$ cat src/rtl/ewk_pkg.sv
package ewk_pkg;

  typedef enum logic [1:0] {
    ST_OK     = 2'b00,
    ST_BADARG = 2'b01,
    ST_IOERR  = 2'b10
  } ewk_status_e;

  typedef enum logic [1:0] {
    S_IDLE,
    S_CHECK,
    S_ERASE,
    S_DONE
  } ewk_state_e;

endpackage

$ cat src/rtl/ewk_region_sel.sv
// Maps an address onto the block size of the erase region that holds it.
module ewk_region_sel #(
  parameter int unsigned W     = 32,
  parameter int unsigned P_BLK = 16384,
  parameter int unsigned P_CNT = 8,
  parameter int unsigned M_BLK = 131072
) (
  input  logic [W-1:0] addr,
  output logic [W-1:0] blk_bytes
);

  localparam logic [W-1:0] BOUND = W'(P_BLK * P_CNT);
  localparam logic [W-1:0] P_SZ  = W'(P_BLK);
  localparam logic [W-1:0] M_SZ  = W'(M_BLK);

  always_comb begin
    if (addr < BOUND) blk_bytes = P_SZ;
    else              blk_bytes = M_SZ;
  end

endmodule

$ cat src/rtl/ewk_req_check.sv
// Range and block-grid validation of a latched request.
module ewk_req_check
  import ewk_pkg::*;
#(
  parameter int unsigned AW    = 32,
  parameter int unsigned P_BLK = 16384,
  parameter int unsigned P_CNT = 8,
  parameter int unsigned M_BLK = 131072,
  parameter int unsigned M_CNT = 31
) (
  input  logic [AW-1:0] start,
  input  logic [AW-1:0] len,
  output ewk_status_e   verdict,
  output logic          empty
);

  localparam int unsigned  EW  = AW + 1;
  localparam logic [EW-1:0] DEV = EW'(P_BLK * P_CNT + M_BLK * M_CNT);

  logic [EW-1:0] s_x, e_x, s_blk, e_blk;
  logic          over, s_ok, e_ok;

  ewk_region_sel #(.W(EW), .P_BLK(P_BLK), .P_CNT(P_CNT), .M_BLK(M_BLK)) u_sel_start (
    .addr      (s_x),
    .blk_bytes (s_blk)
  );

  ewk_region_sel #(.W(EW), .P_BLK(P_BLK), .P_CNT(P_CNT), .M_BLK(M_BLK)) u_sel_end (
    .addr      (e_x),
    .blk_bytes (e_blk)
  );

  always_comb begin
    s_x   = {1'b0, start};
    e_x   = s_x + {1'b0, len};
    over  = (e_x > DEV);
    empty = (len == '0);
    s_ok  = ((s_x & (s_blk - EW'(1))) == '0);
    e_ok  = ((e_x & (e_blk - EW'(1))) == '0);
    if (over)              verdict = ST_BADARG;
    else if (empty)        verdict = ST_OK;
    else if (s_ok && e_ok) verdict = ST_OK;
    else                   verdict = ST_BADARG;
  end

endmodule

$ cat src/rtl/ewk_seq.sv
// Request acceptance, block walk and result registers.
module ewk_seq
  import ewk_pkg::*;
#(
  parameter int unsigned AW    = 32,
  parameter int unsigned P_BLK = 16384,
  parameter int unsigned P_CNT = 8,
  parameter int unsigned M_BLK = 131072,
  parameter int unsigned M_CNT = 31
) (
  input  logic          clk,
  input  logic          rst_n,
  input  logic          req_valid,
  input  logic [AW-1:0] req_start,
  input  logic [AW-1:0] req_len,
  input  ewk_status_e   chk_verdict,
  input  logic          chk_empty,
  output logic [AW-1:0] lat_start,
  output logic [AW-1:0] lat_len,
  output logic          busy,
  output logic          done,
  output ewk_status_e   done_status,
  output logic [AW-1:0] fail_addr,
  output logic          ers_req,
  output logic [AW-1:0] ers_addr,
  input  logic          ers_ack,
  input  logic          ers_fail
);

  localparam logic [AW-1:0] DEV = AW'(P_BLK * P_CNT + M_BLK * M_CNT);

  ewk_state_e    st_q, st_d;
  ewk_status_e   sts_q, sts_d;
  logic [AW-1:0] cur_q, cur_d, rem_q, rem_d, fa_q, fa_d;
  logic [AW-1:0] step_blk;
  logic          accept, ack_ok, fail_hit, last_blk;
  logic          walk_en, sts_en, fa_en;

  ewk_region_sel #(.W(AW), .P_BLK(P_BLK), .P_CNT(P_CNT), .M_BLK(M_BLK)) u_sel_step (
    .addr      (cur_q),
    .blk_bytes (step_blk)
  );

  // next-state logic
  always_comb begin
    accept   = (st_q == S_IDLE) && req_valid;
    ack_ok   = (st_q == S_ERASE) && ers_ack && !ers_fail;
    fail_hit = (st_q == S_ERASE) && ers_ack && ers_fail;
    last_blk = (rem_q <= step_blk);

    walk_en = accept || ack_ok;
    cur_d   = accept ? req_start : cur_q + step_blk;
    rem_d   = accept ? req_len   : rem_q - step_blk;

    fa_en = accept || fail_hit;
    fa_d  = accept ? '0 : cur_q;

    sts_en = (st_q == S_CHECK) || fail_hit || (ack_ok && last_blk);
    if (fail_hit)               sts_d = ST_IOERR;
    else if (st_q == S_CHECK)   sts_d = chk_verdict;
    else                        sts_d = ST_OK;

    st_d = st_q;
    unique case (st_q)
      S_IDLE:  if (accept) st_d = S_CHECK;
      S_CHECK: begin
        if (chk_verdict != ST_OK) st_d = S_DONE;
        else if (chk_empty)       st_d = S_DONE;
        else                      st_d = S_ERASE;
      end
      S_ERASE: if (fail_hit || (ack_ok && last_blk)) st_d = S_DONE;
      S_DONE:  st_d = S_IDLE;
      default: st_d = S_IDLE;
    endcase
  end

  // registers
  always_ff @(posedge clk or negedge rst_n) begin
    if (!rst_n) begin
      st_q  <= S_IDLE;
      sts_q <= ST_OK;
      cur_q <= '0;
      rem_q <= '0;
      fa_q  <= '0;
    end else begin
      st_q <= st_d;
      if (walk_en) begin
        cur_q <= cur_d;
        rem_q <= rem_d;
      end
      if (sts_en) sts_q <= sts_d;
      if (fa_en)  fa_q  <= fa_d;
    end
  end

  always_comb begin
    lat_start   = cur_q;
    lat_len     = rem_q;
    busy        = (st_q != S_IDLE);
    done        = (st_q == S_DONE);
    done_status = sts_q;
    fail_addr   = fa_q;
    ers_req     = (st_q == S_ERASE);
    ers_addr    = cur_q;
  end

  AST_ERS_HOLD: assert property (@(posedge clk) disable iff (!rst_n)
    ers_req && !ers_ack |=> ers_req && $stable(ers_addr));

  AST_BLK_ON_GRID: assert property (@(posedge clk) disable iff (!rst_n)
    ers_req |-> ((ers_addr & (step_blk - AW'(1))) == '0));

  AST_ERS_IN_DEVICE: assert property (@(posedge clk) disable iff (!rst_n)
    ers_req |-> (ers_addr < DEV));

  AST_FAIL_REPORT: assert property (@(posedge clk) disable iff (!rst_n)
    done && (done_status == ST_IOERR) |-> $past(ers_ack && ers_fail) && (fail_addr == $past(ers_addr)));

  AST_DONE_PULSE: assert property (@(posedge clk) disable iff (!rst_n)
    done |=> !done && !busy);

  AST_ACCEPT_IDLE: assert property (@(posedge clk) disable iff (!rst_n)
    $rose(busy) |-> $past(req_valid));

endmodule

$ cat src/rtl/erase_walker.sv
module erase_walker
  import ewk_pkg::*;
#(
  parameter int unsigned AW    = 32,
  parameter int unsigned P_BLK = 16384,
  parameter int unsigned P_CNT = 8,
  parameter int unsigned M_BLK = 131072,
  parameter int unsigned M_CNT = 31
) (
  input  logic          clk,
  input  logic          rst_n,
  input  logic          req_valid,
  input  logic [AW-1:0] req_start,
  input  logic [AW-1:0] req_len,
  output logic          busy,
  output logic          done,
  output logic [1:0]    done_status,
  output logic [AW-1:0] fail_addr,
  output logic          ers_req,
  output logic [AW-1:0] ers_addr,
  input  logic          ers_ack,
  input  logic          ers_fail
);

  ewk_status_e   verdict, sts;
  logic          empty;
  logic [AW-1:0] lat_start, lat_len;

  ewk_req_check #(
    .AW(AW), .P_BLK(P_BLK), .P_CNT(P_CNT), .M_BLK(M_BLK), .M_CNT(M_CNT)
  ) u_check (
    .start   (lat_start),
    .len     (lat_len),
    .verdict (verdict),
    .empty   (empty)
  );

  ewk_seq #(
    .AW(AW), .P_BLK(P_BLK), .P_CNT(P_CNT), .M_BLK(M_BLK), .M_CNT(M_CNT)
  ) u_seq (
    .clk         (clk),
    .rst_n       (rst_n),
    .req_valid   (req_valid),
    .req_start   (req_start),
    .req_len     (req_len),
    .chk_verdict (verdict),
    .chk_empty   (empty),
    .lat_start   (lat_start),
    .lat_len     (lat_len),
    .busy        (busy),
    .done        (done),
    .done_status (sts),
    .fail_addr   (fail_addr),
    .ers_req     (ers_req),
    .ers_addr    (ers_addr),
    .ers_ack     (ers_ack),
    .ers_fail    (ers_fail)
  );

  assign done_status = sts;

  AST_NO_ERS_ON_BADARG: assert property (@(posedge clk) disable iff (!rst_n)
    done && (done_status == 2'b01) |-> !$past(ers_req));

  AST_FAIL_ADDR_CLEAR: assert property (@(posedge clk) disable iff (!rst_n)
    done && (done_status != 2'b10) |-> (fail_addr == '0));

endmodule

$ cat config.mk
export PLATFORM = sky130hd
export DESIGN_NAME = erase_walker
export DESIGN_NICKNAME = d
export VERILOG_FILES = /design/src/rtl/ewk_pkg.sv /design/src/rtl/ewk_region_sel.sv /design/src/rtl/ewk_req_check.sv /design/src/rtl/ewk_seq.sv /design/src/rtl/erase_walker.sv
export SDC_FILE = /design/constraint.sdc
export NUM_CORES = 1
export LEC_CHECK = 0
export ABC_AREA = 1
export BUFFER_PORTS_ARGS = -buffer_cell sky130_fd_sc_hd__buf_2
export CAP_MARGIN = 25
export CORE_UTILIZATION = 27
export CTS_BUF_LIST = sky130_fd_sc_hd__clkbuf_2
export CTS_CLUSTER_SIZE = 24
export DETAILED_ROUTE_END_ITERATION = 10
export PLACE_DENSITY = 0.53
export SYNTH_ARGS = -nofsm -noshare
export SYNTH_HDL_FRONTEND = slang
export SYNTH_SLANG_ARGS = --single-unit
$ cat constraint.sdc
create_clock -name clk -period 5.5 [get_ports clk]
set_input_delay 0.825 -clock clk [delete_from_list [all_inputs] [get_ports clk]]
set_output_delay 0.825 -clock clk [all_outputs]
set_load 0.1 [all_outputs]
After elaboration in Yosys (flattened, before gate mapping)
Index checks and enable logic that the tools add are counted.
{ "classes": {"eq_ne": 5, "reduce_logical": 19, "addsub": 5, "n_bitwise": 2, "magnitude_cmp": 5, "mux": 16} }
{ "op_table": {"columns": ["op", "n"], "rows": [
  ["2-to-1 mux 32 bit", 3],
  ["zero test 33 bit", 2],
  ["less-than comparator 32 x 18 -> 1 bit, second input constant", 2],
  ["2-to-1 mux 18 bit", 3],
  ["subtractor 18 x 1 -> 19 bit, second input constant", 2],
  ["adder 32 x 32 -> 33 bit", 1],
  ["AND 32 x 33 -> 33 bit", 1],
  ["AND 33 bit", 1],
  ["greater-than comparator 33 x 23 -> 1 bit, second input constant", 1],
  ["less-than comparator 33 x 18 -> 1 bit, second input constant", 1],
  ["adder 32 x 18 -> 32 bit", 1],
  ["less-or-equal comparator 32 x 18 -> 1 bit", 1],
  ["zero test 32 bit", 1],
  ["subtractor 32 x 18 -> 32 bit", 1],
  ["2-to-1 mux 2 bit", 7],
  ["one-hot mux 2 bit (4 select lines)", 1],
  ["logical AND 1 bit", 6],
  ["logical OR 1 bit", 5],
  ["equality test 2 bit, second input constant", 2],
  ["!= test 2 x 1 -> 1 bit, second input constant", 2],
  ["nonzero test 2 bit", 2],
  ["equality test 2 x 1 -> 1 bit, second input constant", 1],
  ["zero test 2 bit", 1],
  ["2-to-1 mux 1 bit", 2],
  ["other kinds (2)", 2]
]} }
{ "word_totals": {"out_inout_bits": 69, "inputBits": 69, "elab_cells": 57, "reg_bits": 100} }

Longest topological paths before layout
{ "depth": {"ltp_word": 13, "depth_mapped": 21, "mapped_depth_nobuf": 21} }

By module
Synthesis repeated with hierarchy kept, for this count alone.
{ "unflattened": {"cells_unflattened": 2624, "hier_area_um2": 14963.1} }
{ "modules_own_cells": {"columns": ["module", "instances", "cells_per_inst", "seq_area_each_um2", "area_each_um2"], "rows": [
  ["ewk_seq", 1, 1416, 2502.4, 8984.9],
  ["ewk_req_check", 1, 1005, 0.0, 4840.9],
  ["ewk_region_sel (u_check.u_sel_end ...)", 2, 67, 0.0, 379.1],
  ["ewk_region_sel (u_seq.u_sel_step)", 1, 69, 0.0, 379.1]
]} }

Least setup slack after synthesis
No wires, ideal clock.
{ "synth_path": {"kind": "flip-flop to flip-flop", "startpoint": "register u_seq.cur_q[28] (netlist: u_seq.ers_addr[28])", "endpoint": "register u_seq.cur_q[30] (netlist: u_seq.ers_addr[30])", "t_required_ps": 5369, "n_path_buf": 1, "arrival_time_ps": 3376, "slack_ps": 1993, "synth_period_minus_slack_ps": 3507, "setup_ps": 131, "path_stages_with_launch": 19, "cell_sequence": "dfrtp_1 buf_2 nor4_1 nand2_1 nor2_1 inv_1 ha_1 nand2_1 o21ai_2 nand3_1 nor2_1 nand4_1 nor2_2 nand2_2 nor2_2 nand3_1 xor2_1 nor2_1 o22ai_1"} }
{ "synth_between": {"elab_chain_len": 4} }
{ "synth_lines": {"columns": ["element", "line", "source"], "rows": [
  ["from (decl)", "ewk_seq.sv:34", "logic [AW-1:0] cur_q, cur_d, rem_q, rem_d, fa_q, fa_d;"],
  ["from (signal assigned)", "ewk_seq.sv:88", "cur_q <= cur_d;"],
  ["less-than comparator 32 x 18 -> 1 bit", "ewk_region_sel.sv:17", "if (addr < BOUND) blk_bytes = P_SZ;"],
  ["2-to-1 mux 18 bit", "ewk_region_sel.sv:17", null],
  ["adder 32 x 18 -> 32 bit (*)", "ewk_seq.sv:52", "cur_d = accept ? req_start : cur_q + step_blk;"],
  ["2-to-1 mux 32 bit (*)", "ewk_seq.sv:52", null]
]} }
Every way passes the cells marked *; elsewhere a longest branch is shown, timed or not.
A chain may end at the register's enable or synchronous reset.

Worst setup path after layout
{ "layout_path": {"startpoint": "register u_seq.cur_q[26] (netlist: u_seq.ers_addr[26])", "endpoint": "register u_seq.cur_q[30] (netlist: u_seq.ers_addr[30])"} }
The elaborated chain is that of the path after synthesis.

==> impl_metrics.env <==
export IMPL_worst_setup_path_end_kind="flop"
export IMPL_io_pins=138
export IMPL_tns_ns=0
export IMPL_cts_tree="yes"
export IMPL_crit_fanout=8
export IMPL_die_area_um2=29500
export IMPL_cts_sinks=100
export IMPL_status="finished, final reports clean"
export IMPL_r2r_start="u_seq.ers_addr[26]"
export IMPL_critPathLaunch="u_seq.ers_addr[26]"
export IMPL_layout_commonest_cell="nand2_1"
export IMPL_mostFrequentLayoutCells="nand2_1, inv_1, buf_2"
export IMPL_numCtsBuffers=9
export IMPL_grt_setup_unrepaired="false"
export IMPL_drt_iter0_drc=533
export IMPL_drv_cap=0
export IMPL_critPathBufInv=1
export IMPL_fill_cells=3205
export IMPL_drcViolationCount=0
export IMPL_drive_gt1_share_pct=14.1
export IMPL_layout_setup_ws_ns=2.19
export IMPL_ys_types=41
export IMPL_grt_max_degree=66
export IMPL_core_um2=28100
export IMPL_fin_nets=1465
export IMPL_dp_hpwl_mm=20.3
export IMPL_initial_core_util_pct=27.7
export IMPL_die_w_um=172
export IMPL_hold_buffers=0
export IMPL_worst_clock_skew_ns=0.0540
export IMPL_place_ws_ns=2.23
export IMPL_postCtsSetupRepairBufs=0
export IMPL_gp_congestion=0.838
export IMPL_htreeDepth=3
export IMPL_max_clock_path_buffers=2
export IMPL_fin_cells=1735
export IMPL_antenna_found_initial=1
export IMPL_crit_chain="nor4_1 -> nand2_1 -> nor2_1 -> inv_1 -> ha_1 -> nand2_1 -> o21ai_2 -> nand3_1 -> nor2_1 -> nand4_1 -> nor2_2 -> nand2_2 -> nor2_2 -> nand3_1 -> xor2_1 -> nor2_1 -> o22ai_1"
export IMPL_vias=8154
export IMPL_maxSlewHeadroom_pct=40.3
export IMPL_hp_class="input pin to async pin"
export IMPL_regArea_um2=2500
export IMPL_wl_per_cell_um=14.8
export IMPL_tightestPinTransition_ns=0.896
export IMPL_fmax_mhz=302
export IMPL_areaGrowthSynthToFinish_pct=15.9
export IMPL_finalCritPeriodShare_pct=60.3
export IMPL_clk_pin_slew_worst_paths_ns=0.31
export IMPL_critPathSlowestCell="dfrtp_1"
export IMPL_critPathRequiredTime_ns=6.02
export IMPL_finalHoldViolations=0
export IMPL_fin_crit_ns=3.31
export IMPL_dp_cells=1718
export IMPL_multi_input_area_um2=4440
export IMPL_synth_warnings=0
export IMPL_grt_pass1_vias=7752
export IMPL_rows=61
export IMPL_startpoint_type="flop"
export IMPL_syn_instance_count=1228
export IMPL_synth_seq_area_share_pct=32.1
export IMPL_slew_viol_final=0
export IMPL_finalSetupViolCount=0
export IMPL_port_buffers=137
export IMPL_cpPeakStageDelay_ns=0.56
export IMPL_syn_num_nets=1342
export IMPL_wirelength_mm=25.6
export IMPL_grt_pass1_wl_mm=41.2
export IMPL_syn_cell_area_um2=7790
export IMPL_clk_latency_ns=0.65
export IMPL_critPathTopFamily="simple AND/OR/NAND/NOR gates"
export IMPL_grtUsageTotal_pct=17.9
export IMPL_ys_flop_type="dfrtp_1"
export IMPL_routed_via_density=4.70
export IMPL_ant_nets=0
export IMPL_arrival_ns=3.83
export IMPL_syn_area_per_cell_um2=6.34
export IMPL_cts_root_buf="clkbuf_2"
export IMPL_ctsResizeCount=0
export IMPL_die_y_um=172
export IMPL_synth_edf_count=0
export IMPL_ys_ff_latch=100
export IMPL_grt_remaining_overflow=0
export IMPL_path_class="flop to flop"
export IMPL_crit_path_frequent_cell="nor2_1"
export IMPL_drt_pass1_iterations=5
export IMPL_ys_async_sr_fraction_pct=100
[final timing paths]
path                                        to  cells past startpoint  slack, ns
hold / removal              u_seq.ers_addr[11]                      1       0.23
max in group asynchronous     u_seq.lat_len[8]                      2       4.20
setup / recovery            u_seq.ers_addr[30]                     17       2.19
hold reg to reg            u_seq.fail_addr[31]                      2       0.54
setup reg to reg            u_seq.ers_addr[30]                     17       2.19
min in group clk              u_seq.lat_len[3]                      3       0.33
[Yosys cell counts, types with 9 or more instances]
master / number / area, um2
nor4_1: 9 / 56.3
o21ai_0: 65 / 325
dfrtp_1: 100 / 2500
nand2_1: 432 / 1620
nand4_1: 14 / 87.6
clkbuf_1: 22 / 82.6
inv_1: 189 / 709
a21oi_1: 48 / 240
o211ai_1: 10 / 75.1
nor2_1: 99 / 372
nand3_1: 96 / 480
nor3_1: 9 / 45.0
ha_1: 44 / 551
[per-layer routing]
metal  GRT usage, %  vias to the layer above  wire (um)
met2           29.0                      177      11800
met4           4.42                        0        302
met5              0                        -          0
met1           25.4                     3814      12500
met3           1.91                       20        992
li1               -                     4143          -
[worst reg2reg max path: cells and delay by family (launching register included)]
| family | cells | cell delay, ns |
|---|---|---|
| AOI/OAI and AO/OA | 2 | 0.24 |
| xor gates and xnor gates | 1 | 0.16 |
| adders and majority gates | 1 | 0.33 |
| buffers and inverters | 1 | 0.14 |
| DFF | 1 | 0.56 |
| and+or+nand+nor | 12 | 1.81 |
[logic make-up after synthesis]
family | Yosys count | share of synthesized area, %
simple gates | 695 | 37.4
buf+inv | 225 | 10.9
compound gates | 154 | 11.2
flops | 100 | 32.1
fa+ha+maj | 45 | 7.33
xor+xnor | 9 | 1.01
[registers in the layout, summed over array words and instances (netlist names)]
register / flops
u_seq.ers_addr: 32
u_seq.fail_addr: 32
u_seq.lat_len: 32
u_seq.done_status: 2
u_seq.st_q: 2
[through the flow]
step                hold slack, ns  util (%)  area (um2)
detailed placement           0.492      31.7        8900
global route                 0.270      32.1        9030
CTS                          0.227      32.1        9030
floorplan                    0.466         -        7790
finish                       0.234      32.1        9030
global placement             0.487      31.6        8870
[final cells by class]
| cell class | count | share of cell area [%] |
|---|---|---|
| clock buffers | 9 | 0.499 |
| flip-flops and latches | 100 | 27.7 |
| multi-input cells | 903 | 49.2 |
| repair buffers | 143 | 8.34 |
| diodes | 1 | 0.0277 |
| inverters | 194 | 8.06 |
| well taps | 378 | 5.24 |
| clock inverters | 7 | 0.901 |
Power is left out: the tool's default activity adds up to more than one toggle a clock period on the data nets, which glitch-free logic cannot reach.
